File: config.mk
export PLATFORM = sky130hd
export DESIGN_NAME = dtimer_top
export DESIGN_NICKNAME = d
export VERILOG_FILES = /design/src/rtl/dtimer_pkg.sv /design/src/rtl/dtimer_prescale.sv /design/src/rtl/dtimer_channel.sv /design/src/rtl/dtimer_decode.sv /design/src/rtl/dtimer_top.sv
export SDC_FILE = /design/constraint.sdc
export NUM_CORES = 1
export LEC_CHECK = 0
export ABC_AREA = 1
export ABC_CLOCK_PERIOD_IN_PS = 2100
export BUFFER_PORTS_ARGS = -buffer_cell sky130_fd_sc_hd__clkbuf_2
export CELL_PAD_IN_SITES_DETAIL_PLACEMENT = 1
export CELL_PAD_IN_SITES_GLOBAL_PLACEMENT = 1
export CORE_MARGIN = 8
export CORE_UTILIZATION = 44
export CTS_CLUSTER_DIAMETER = 60
export DETAILED_ROUTE_END_ITERATION = 7
export GPL_TIMING_DRIVEN = 0
export PLACE_DENSITY = 0.82
export REMOVE_ABC_BUFFERS = 1
export SYNTH_ARGS = -nofsm -noshare
export SYNTH_HDL_FRONTEND = slang
export SYNTH_SLANG_ARGS = --single-unit
File: constraint.sdc
create_clock -name clk -period 2.1 [get_ports clk]
set_input_delay 0 -clock clk [delete_from_list [all_inputs] [get_ports clk]]
set_output_delay 0 -clock clk [all_outputs]
set_load 0.05 [all_outputs]
File: src/rtl/dtimer_pkg.sv
package dtimer_pkg;

    localparam int unsigned BUS_W  = 32;
    localparam int unsigned ADDR_W = 12;

    // Word index within a channel window
    typedef enum logic [2:0] {
        WSEL_RELOAD   = 3'd0,
        WSEL_COUNT    = 3'd1,
        WSEL_CTRL     = 3'd2,
        WSEL_CLEAR    = 3'd3,
        WSEL_RAW      = 3'd4,
        WSEL_MASKED   = 3'd5,
        WSEL_BGRELOAD = 3'd6,
        WSEL_NONE     = 3'd7
    } wsel_e;

    // Control word, bit 7 down to bit 0
    typedef struct packed {
        logic       run;
        logic       periodic;
        logic       irq_en;
        logic       spare;
        logic [1:0] prediv;
        logic       wide;
        logic       single;
    } ctrl_t;

    localparam logic [7:0] CTRL_RESET = 8'h20;

    function automatic logic [7:0] ident_byte(input logic [2:0] idx);
        logic [7:0] b;
        case (idx)
            3'd0:    b = 8'h04;
            3'd1:    b = 8'h18;
            3'd2:    b = 8'h14;
            3'd3:    b = 8'h00;
            3'd4:    b = 8'h0D;
            3'd5:    b = 8'hF0;
            3'd6:    b = 8'h05;
            default: b = 8'hB1;
        endcase
        return b;
    endfunction

endpackage

File: src/rtl/dtimer_prescale.sv
module dtimer_prescale #(
    parameter int unsigned SLOW_LOG2 = 4,
    parameter int unsigned SLOWER_LOG2 = 8
) (
    input  logic       clk,
    input  logic       rst_n,
    input  logic       clear,
    input  logic [1:0] rate,
    output logic       tick
);

    localparam int unsigned CW = (SLOWER_LOG2 > SLOW_LOG2) ? SLOWER_LOG2 : SLOW_LOG2;

    logic [CW-1:0] cnt_d, cnt_q;

    always_comb begin
        cnt_d = clear ? '0 : cnt_q + 1'b1;
        case (rate)
            2'b01:   tick = &cnt_q[SLOW_LOG2-1:0];
            2'b10:   tick = &cnt_q[SLOWER_LOG2-1:0];
            default: tick = 1'b1;
        endcase
    end

    always_ff @(posedge clk) begin
        if (!rst_n) cnt_q <= '0;
        else        cnt_q <= cnt_d;
    end

endmodule

File: src/rtl/dtimer_channel.sv
module dtimer_channel
    import dtimer_pkg::*;
#(
    parameter int unsigned CNT_W       = 32,
    parameter int unsigned SLOW_LOG2   = 4,
    parameter int unsigned SLOWER_LOG2 = 8
) (
    input  logic             clk,
    input  logic             rst_n,
    input  logic             we,
    input  wsel_e            wsel,
    input  logic [CNT_W-1:0] wdata,
    output logic [CNT_W-1:0] rd_val,
    output logic             irq_o
);

    localparam int unsigned HALF = CNT_W / 2;

    typedef struct packed {
        logic [CNT_W-1:0] reload;
        logic [CNT_W-1:0] count;
        ctrl_t            ctrl;
        logic             raw;
    } chan_st_t;

    chan_st_t st_d, st_q;

    logic             tick;
    logic             ctrl_wr;
    logic [CNT_W-1:0] cur;
    logic [CNT_W-1:0] full;
    logic [CNT_W-1:0] next_reload;
    logic             hit;

    assign ctrl_wr = we && (wsel == WSEL_CTRL);

    dtimer_prescale #(
        .SLOW_LOG2  (SLOW_LOG2),
        .SLOWER_LOG2(SLOWER_LOG2)
    ) u_pre (
        .clk  (clk),
        .rst_n(rst_n),
        .clear(ctrl_wr),
        .rate (st_q.ctrl.prediv),
        .tick (tick)
    );

    always_comb begin
        st_d = st_q;
        hit  = 1'b0;

        cur  = st_q.ctrl.wide ? st_q.count : {{(CNT_W-HALF){1'b0}}, st_q.count[HALF-1:0]};
        full = st_q.ctrl.wide ? {CNT_W{1'b1}} : {{(CNT_W-HALF){1'b0}}, {HALF{1'b1}}};
        next_reload = (!st_q.ctrl.single && !st_q.ctrl.periodic) ? full : st_q.reload;

        if (st_q.ctrl.run && tick) begin
            if (cur != '0) begin
                st_d.count = cur - 1'b1;
                hit        = (cur == {{(CNT_W-1){1'b0}}, 1'b1});
            end else if (!st_q.ctrl.single) begin
                st_d.count = next_reload;
            end
        end

        if (we) begin
            case (wsel)
                WSEL_RELOAD: begin
                    st_d.reload = wdata;
                    st_d.count  = wdata;
                end
                WSEL_BGRELOAD: st_d.reload = wdata;
                WSEL_CTRL:     st_d.ctrl   = ctrl_t'(wdata[7:0]);
                WSEL_CLEAR:    st_d.raw    = 1'b0;
                default: ;
            endcase
        end

        if (hit) st_d.raw = 1'b1;
    end

    always_ff @(posedge clk) begin
        if (!rst_n) begin
            st_q.reload <= '0;
            st_q.count  <= '0;
            st_q.ctrl   <= ctrl_t'(CTRL_RESET);
            st_q.raw    <= 1'b0;
        end else begin
            st_q <= st_d;
        end
    end

    assign irq_o = st_q.raw && st_q.ctrl.irq_en;

    always_comb begin
        case (wsel)
            WSEL_RELOAD, WSEL_BGRELOAD: rd_val = st_q.reload;
            WSEL_COUNT:  rd_val = cur;
            WSEL_CTRL:   rd_val = {{(CNT_W-8){1'b0}}, st_q.ctrl};
            WSEL_RAW:    rd_val = {{(CNT_W-1){1'b0}}, st_q.raw};
            WSEL_MASKED: rd_val = {{(CNT_W-1){1'b0}}, irq_o};
            default:     rd_val = '0;
        endcase
    end

endmodule

File: src/rtl/dtimer_decode.sv
module dtimer_decode
    import dtimer_pkg::*;
#(
    parameter int unsigned NUM_CH = 2,
    parameter int unsigned AW     = ADDR_W,
    parameter int unsigned DW     = BUS_W
) (
    input  logic                       bus_wr,
    input  logic [AW-1:0]              bus_addr,
    input  logic [NUM_CH-1:0][DW-1:0]  ch_rd,
    output logic [NUM_CH-1:0]          ch_we,
    output wsel_e                      wsel,
    output logic [DW-1:0]              rd_next
);

    localparam int unsigned WIN_W  = AW - 5;
    localparam int unsigned IDX_W  = (NUM_CH > 1) ? $clog2(NUM_CH) : 1;

    logic [WIN_W-1:0] win;
    logic             aligned;
    logic             in_chan;
    logic             in_ident;
    logic [IDX_W-1:0] idx;

    assign win      = bus_addr[AW-1:5];
    assign aligned  = (bus_addr[1:0] == 2'b00);
    assign in_chan  = aligned && (32'(win) < NUM_CH);
    assign in_ident = aligned && (&win);
    assign idx      = win[IDX_W-1:0];
    assign wsel     = wsel_e'(bus_addr[4:2]);

    for (genvar c = 0; c < NUM_CH; c++) begin : g_we
        assign ch_we[c] = bus_wr && in_chan && (32'(win) == c);
    end

    always_comb begin
        if (in_chan)       rd_next = ch_rd[idx];
        else if (in_ident) rd_next = {{(DW-8){1'b0}}, ident_byte(bus_addr[4:2])};
        else               rd_next = '0;
    end

endmodule

File: src/rtl/dtimer_top.sv
module dtimer_top
    import dtimer_pkg::*;
#(
    parameter int unsigned NUM_CH      = 2,
    parameter int unsigned SLOW_LOG2   = 4,
    parameter int unsigned SLOWER_LOG2 = 8
) (
    input  logic              clk,
    input  logic              rst_n,
    input  logic              bus_wr,
    input  logic              bus_rd,
    input  logic [ADDR_W-1:0] bus_addr,
    input  logic [BUS_W-1:0]  bus_wdata,
    output logic [BUS_W-1:0]  bus_rdata,
    output logic              irq
);

    typedef struct packed {
        logic [BUS_W-1:0] rdata;
    } top_st_t;

    top_st_t st_d, st_q;

    logic [NUM_CH-1:0][BUS_W-1:0] ch_rd;
    logic [NUM_CH-1:0]            ch_we;
    logic [NUM_CH-1:0]            ch_irq;
    wsel_e                        wsel;
    logic [BUS_W-1:0]             rd_next;

    dtimer_decode #(
        .NUM_CH(NUM_CH),
        .AW    (ADDR_W),
        .DW    (BUS_W)
    ) u_dec (
        .bus_wr  (bus_wr),
        .bus_addr(bus_addr),
        .ch_rd   (ch_rd),
        .ch_we   (ch_we),
        .wsel    (wsel),
        .rd_next (rd_next)
    );

    for (genvar c = 0; c < NUM_CH; c++) begin : g_ch
        dtimer_channel #(
            .CNT_W      (BUS_W),
            .SLOW_LOG2  (SLOW_LOG2),
            .SLOWER_LOG2(SLOWER_LOG2)
        ) u_ch (
            .clk   (clk),
            .rst_n (rst_n),
            .we    (ch_we[c]),
            .wsel  (wsel),
            .wdata (bus_wdata),
            .rd_val(ch_rd[c]),
            .irq_o (ch_irq[c])
        );
    end

    always_comb begin
        st_d = st_q;
        if (bus_rd) st_d.rdata = rd_next;
    end

    always_ff @(posedge clk) begin
        if (!rst_n) st_q <= '0;
        else        st_q <= st_d;
    end

    assign bus_rdata = st_q.rdata;
    assign irq       = |ch_irq;

endmodule

---- Word-level counts from Yosys, hierarchy flattened ----
Cells that the tools add are included.
storage, ports and cells
  register bits ........................... 194
  latch bits .............................. 0
  memory bits (writable) .................. 0
  ROM bits ................................ 0
  input port bits ......................... 48
  output and inout bits ................... 33
  word-level logic and storage cells ...... 118
  memories ................................ 0
operators by class
  add/sub/neg operators ................... 4
  multiply operators ...................... 0
  divide/modulo/power cells ............... 0
  $lt $le $gt $ge ......................... 2
  equal/unequal tests ..................... 13
  shifts and indexed selects .............. 0
  mux-type cells .......................... 34
  bitwise gates (word level) .............. 1
  reductions and logical operators ........ 41
operator list
  operator               number
  $mux 32                17
  $pmux 32 s5            2
  $mux 41                2
  $eq 32x1->1 const B    2
  $reduce_bool 32->1     2
  $sub 32x1->32 const B  2
  $pmux 8 s7             1
  $mux 8                 3
  $add 8x1->8 const B    2
  $reduce_and 8->1       2
  $logic_and 1x1->1      13
  $reduce_and 2->1       6
  $eq 3x3->1 const B     3
  $reduce_and 4->1       2
  $reduce_bool 2->1      4
  $reduce_or 2->1        4
  $eq 7x1->1 const B     1
  $logic_not 7->1        1
  $lt 7x2->1 const B     1
  $mux 1                 7
  $reduce_and 7->1       1
  $eq 3x2->1 const B     2
  $eq 2x1->1 const B     2
  $eq 2x2->1 const B     2
  7 further kinds        11

---- Depth between registers and ports, before layout ----
  word-level depth ........................ 9
  mapped depth ............................ 15
  gate-level depth less buffers ........... 13

---- Hierarchy ----
Synthesis repeated with hierarchy kept, for this count alone.
unflattened totals
  cells, all modules ...................... 2,109
  area, all modules ....................... 13,117.6 sq um
modules (own cells, without submodules)
  module                          times used  cells each  area an instance (sq um)  seq. area each (sq um)
  dtimer_channel at g_ch[1].u_ch  1           815         5,122.4                   1,461.4
  dtimer_channel at g_ch[0].u_ch  1           814         5,047.3                   1,461.4
  dtimer_top                      1           203         1,341.3                   640.6
  dtimer_prescale                 2           58          407.9                     160.2
  dtimer_decode                   1           161         790.8                     0.0

---- Least setup slack after synthesis ----
No wires, ideal clock.
  kind .................................... register to register
  from .................................... register g_ch[1].u_ch.st_q[9] in the netlist's numbering
  to ...................................... register g_ch[1].u_ch.st_q[13] in the netlist's numbering
  setup time .............................. 0.134 ns
  data arrival time ....................... 1.695 ns
  required time ........................... 1.966 ns
  slack ................................... 0.271 ns
  cell stages (with the launch flop) ...... 13
  path buffers ............................ 1
  clock period less this slack ............ 1.829 ns
  cells stage by stage .................... dfxtp_1 -> inv_1 -> ha_1 -> nand2_2 -> nor2_4 -> nand2_2 -> nor2_4 -> nand2_4 -> buf_6 -> o21ai_0 -> nand3_1 -> nand2_1 -> a21oi_1
between the ends
  word-level cells in the longest chain between the ends .. 6
  elaborated cells between the ends (all ways) .. 7
  classes of those cells .................. 1 x add/sub; 5 x mux; 1 x reduce/logical
ends and longest elaborated chain
  item                                                        RTL line                                    source
  start, declared                                             dtimer_channel.sv:26                        chan_st_t st_d, st_q;
  start signal, assigned                                      dtimer_channel.sv:88                        st_q <= st_d;
  $mux 32 *                                                   dtimer_channel.sv:52                        cur = st_q.ctrl.wide ? st_q.count : {{(CNT_W-HALF){1'b0}}, st_q.count[HALF-1:0]};
  $sub 32x1->32 / $reduce_bool 32->1 (equally long branches)  dtimer_channel.sv:58, dtimer_channel.sv:57
  $mux 32 *                                                   dtimer_channel.sv:57                        if (cur != '0) begin
  $mux 32 *                                                   dtimer_channel.sv:56                        if (st_q.ctrl.run && tick) begin
  $mux 32                                                     dtimer_channel.sv:66                        case (wsel)
  $mux 41 *                                                   dtimer_channel.sv:65                        if (we) begin
Every way passes the cells marked *; elsewhere a longest branch is shown, timed or not. The select of a mux whose other input is x is not followed.
A chain may end at the register's enable or synchronous reset.

---- Worst setup path after layout ----
  from .................................... register g_ch[1].u_ch.st_q[1] in the netlist's numbering
  to ...................................... register g_ch[1].u_ch.st_q[15] in the netlist's numbering
between the ends
  word-level cells in the longest chain between the ends .. 8
ends and longest elaborated chain
  item               RTL line              source
  $logic_not 1->1    dtimer_channel.sv:54  next_reload = (!st_q.ctrl.single && !st_q.ctrl.periodic) ? full : st_q.reload;
  $logic_and 1x1->1  dtimer_channel.sv:54
  $mux 32            dtimer_channel.sv:54
  $mux 32 *          dtimer_channel.sv:60  end else if (!st_q.ctrl.single) begin
  $mux 32 *          dtimer_channel.sv:57
  $mux 32 *          dtimer_channel.sv:56
  $mux 32            dtimer_channel.sv:66
  $mux 41 *          dtimer_channel.sv:65
Marked as above.

==> results.cfg <==
[timing]
fin_crit_sh = 0.997
finalHoldViolCount = 0
min_period_ps = 2090
setup_viol = 0
drv_slew = 0
rsz0062_at_grt = true
fmax_ghz = 0.478
worst_pin_slew_ps = 1140
max_slew_margin = 0.240
fin_skew_ps = 13.7

[clocking]
insertion_delay_ps = 460
cts.clk_slew.worst_paths_ps = 80
cts_tree = yes
root_buffer = clkbuf_16
cts_sinks = 194
clk_path_buf_depth = 2
cts_made_buffers = 17
cts_max_level = 4

[yosys]
synthTopCellsByArea = dfxtp_1 (30%), nand2_1 (15%), a21oi_1 (9.1%)
ys_types = 43
synth_cells = 2030
synth-seq-area-share = 0.302
ys_ff_latch = 194
syn_area_mm2 = 0.0128
avgSynthCellArea_um2 = 6.33
yosys_warnings = 0
yosysTopAreaCell = dfxtp_1
yosysTopAreaCellShare = 0.302

[layout]
fillers = 3823
layout_commonest_cell = nand2_1
syn2layout_area_growth_pct = 21.0
layout_common_cells = nand2_1 (487), a21oi_1 (233), inv_1 (227)
layout-drive-gt1-share = 0.159
final_cells = 2526
final_core_util = 0.541
num-nets-final = 2185

[placement]
dp_cells = 2386
portBuffers = 80
gp_congestion = 0.932
dp_hpwl_mm = 36.9

[routing]
via_count = 15600
ant_nets = 0
wl_mm = 60.8
drt_iter0_drc = 1754
avgRoutedWirePerCell_um = 24.1
drc = 0
first_pass_iters = 6
via_per_inst = 6.17

[power_and_ir_drop]
power_w = 0.00780
cellLeakagePower_nw = 6.99
powerDensity_mw_per_mm2 = 502
ir_drop_mv = 0.552

[critical_path]
crit_fanout = 18
worst_setup_path_end_kind = flip-flop
cp_slowest_cell = dfxtp_4
required_ps = 2440
arrival_ps = 2440
cp-start-kind = flip-flop
worstSetupPathType = flip-flop to flip-flop
critPathMaxStageDelay_ps = 450
rr_startpoint = g_ch[1].u_ch.st_q[1]
path_cells = nor2_4 -> clkinvlp_4 -> nor2_1 -> a21oi_1 -> o21ai_0 -> nand2_1 -> nand2_1 -> a21oi_1
critPathLaunch = g_ch[1].u_ch.st_q[1]

[job]
max_cap_violations = 0

[hold_path]
min_path_type = input pin to flip-flop
min_from = rst_n

[floorplan]
start_util = 0.448
core_area_mm2 = 0.0287
dieArea_mm2 = 0.0349
ios = 81
fp-row-count = 62
die_x_um = 187
dieHeight_um = 187

[grt]
grt_pass1_vias = 15400
grt_max_degree = 84
globalRoute.totalOverflow = 0
grt_pass1_wl_mm = 89.1
grt_usage = 0.320
antenna_found_initial = 2

[run_status]
status = complete, no violations
[state kept, by name, summed over array words and instances, names as in the netlist]
| signal | count |
|---|---|
| bus_rdata | 32 |
| g_ch.u_ch.st_q | 146 |
| g_ch.u_ch.u_pre.cnt_q | 16 |
[critical path: cells and delay by family (launching register included)]
family	cells	cell delay (ps)
AND/OR/NAND/NOR	4	760
buffers and inverters	1	390
flip-flops	1	450
AO/OA/AOI/OAI	3	370
[logic make-up (layout without fill, tap and decap cells)]
logic type | count (synthesis) | count (layout) | share of synthesized area
compound gates | 513 | 513 | 0.232
xor+xnor | 24 | 24 | 0.0164
fa+ha+maj | 10 | 10 | 0.00974
buf+inv | 358 | 453 | 0.118
flops | 194 | 194 | 0.302
other cells | 0 | 2 | 0
simple gates | 931 | 946 | 0.321
[timing repair]
| action | in CTS | in global routing |
|---|---|---|
| pin swaps | 14 | 14 |
| resized for setup | 74 | 66 |
| hold buffers | 34 | 0 |
| gates cloned | 12 | 5 |
| setup buffers | 22 | 33 |
| endpoints found under the hold margin | 113 | 0 |
| setup endpoints to repair | 172 | 127 |
[power breakdown]
| part | leakage [nW] | internal [W] | switching, W |
|---|---|---|---|
| Clock | 0.293 | 0.00171 | 0.00179 |
| Combinational | 5.13 | 0.000168 | 0.000435 |
| Sequential | 1.57 | 0.00369 | 0.0000107 |
| Total | 6.99 | 0.00557 | 0.00223 |
[cell usage after synthesis, drive strengths merged]
cell type,n
nand2,542
buf,56
a22o,1
or2,6
o21bai,6
nor3,12
ha,10
xor2,22
o22ai,10
nand3,176
nand3b,1
o221ai,23
xnor2,2
nor4,1
inv,238
nor2,180
a21oi,246
nand4,11
clkbuf,57
nor3b,2
a31oi,7
clkinv,7
o211ai,70
dfxtp,194
o21ai,125
o2111ai,3
a22oi,22
[final cells by class]
cell class                      instances  area (µm²)  area share
Multi-Input combinational cell       1493        7990       0.514
Sequential cell                       194        3900       0.251
Timing Repair inverter                  1        7.51    0.000483
Clock buffer                           18         429      0.0276
Inverter                              245         990      0.0637
Antenna cell                            2        5.00    0.000322
Tap cell                              384         480      0.0309
Clock inverter                         14         160      0.0103
Timing Repair Buffer                  175        1580       0.101
[per-stage QoR]
stage | hold WS [ps] | TNS, ps | worst slack (ps) | area (µm²)
after floorplan | 98.6 | -56490 | -677 | 12200
after global placement | 303 | -386850 | -2660 | 13100
after detailed placement | 311 | -206980 | -2000 | 13200
after CTS | 2.99 | -15.5 | -9.88 | 14800
after global routing | 29.9 | -550 | -66.8 | 15500
final | 31.5 | 0 | 6.36 | 15500
[metal layers]
metal | global-route usage | part of all wire
met5 | 0 | 0
met4 | 0.161 | 0.055
met3 | 0.0796 | 0.099
met2 | 0.516 | 0.45
met1 | 0.393 | 0.39
[worst paths after layout]
check | to | slack [ps] | cells after the start
max | g_ch[1].u_ch.st_q[15] | 6 | 8
min | g_ch[1].u_ch.st_q[4] | 30 | 3
max reg2reg | g_ch[1].u_ch.st_q[15] | 6 | 8
min reg2reg | g_ch[0].u_ch.u_pre.cnt_q[0] | 460 | 1
No activity file was read; power rests on OpenSTA's default activity.
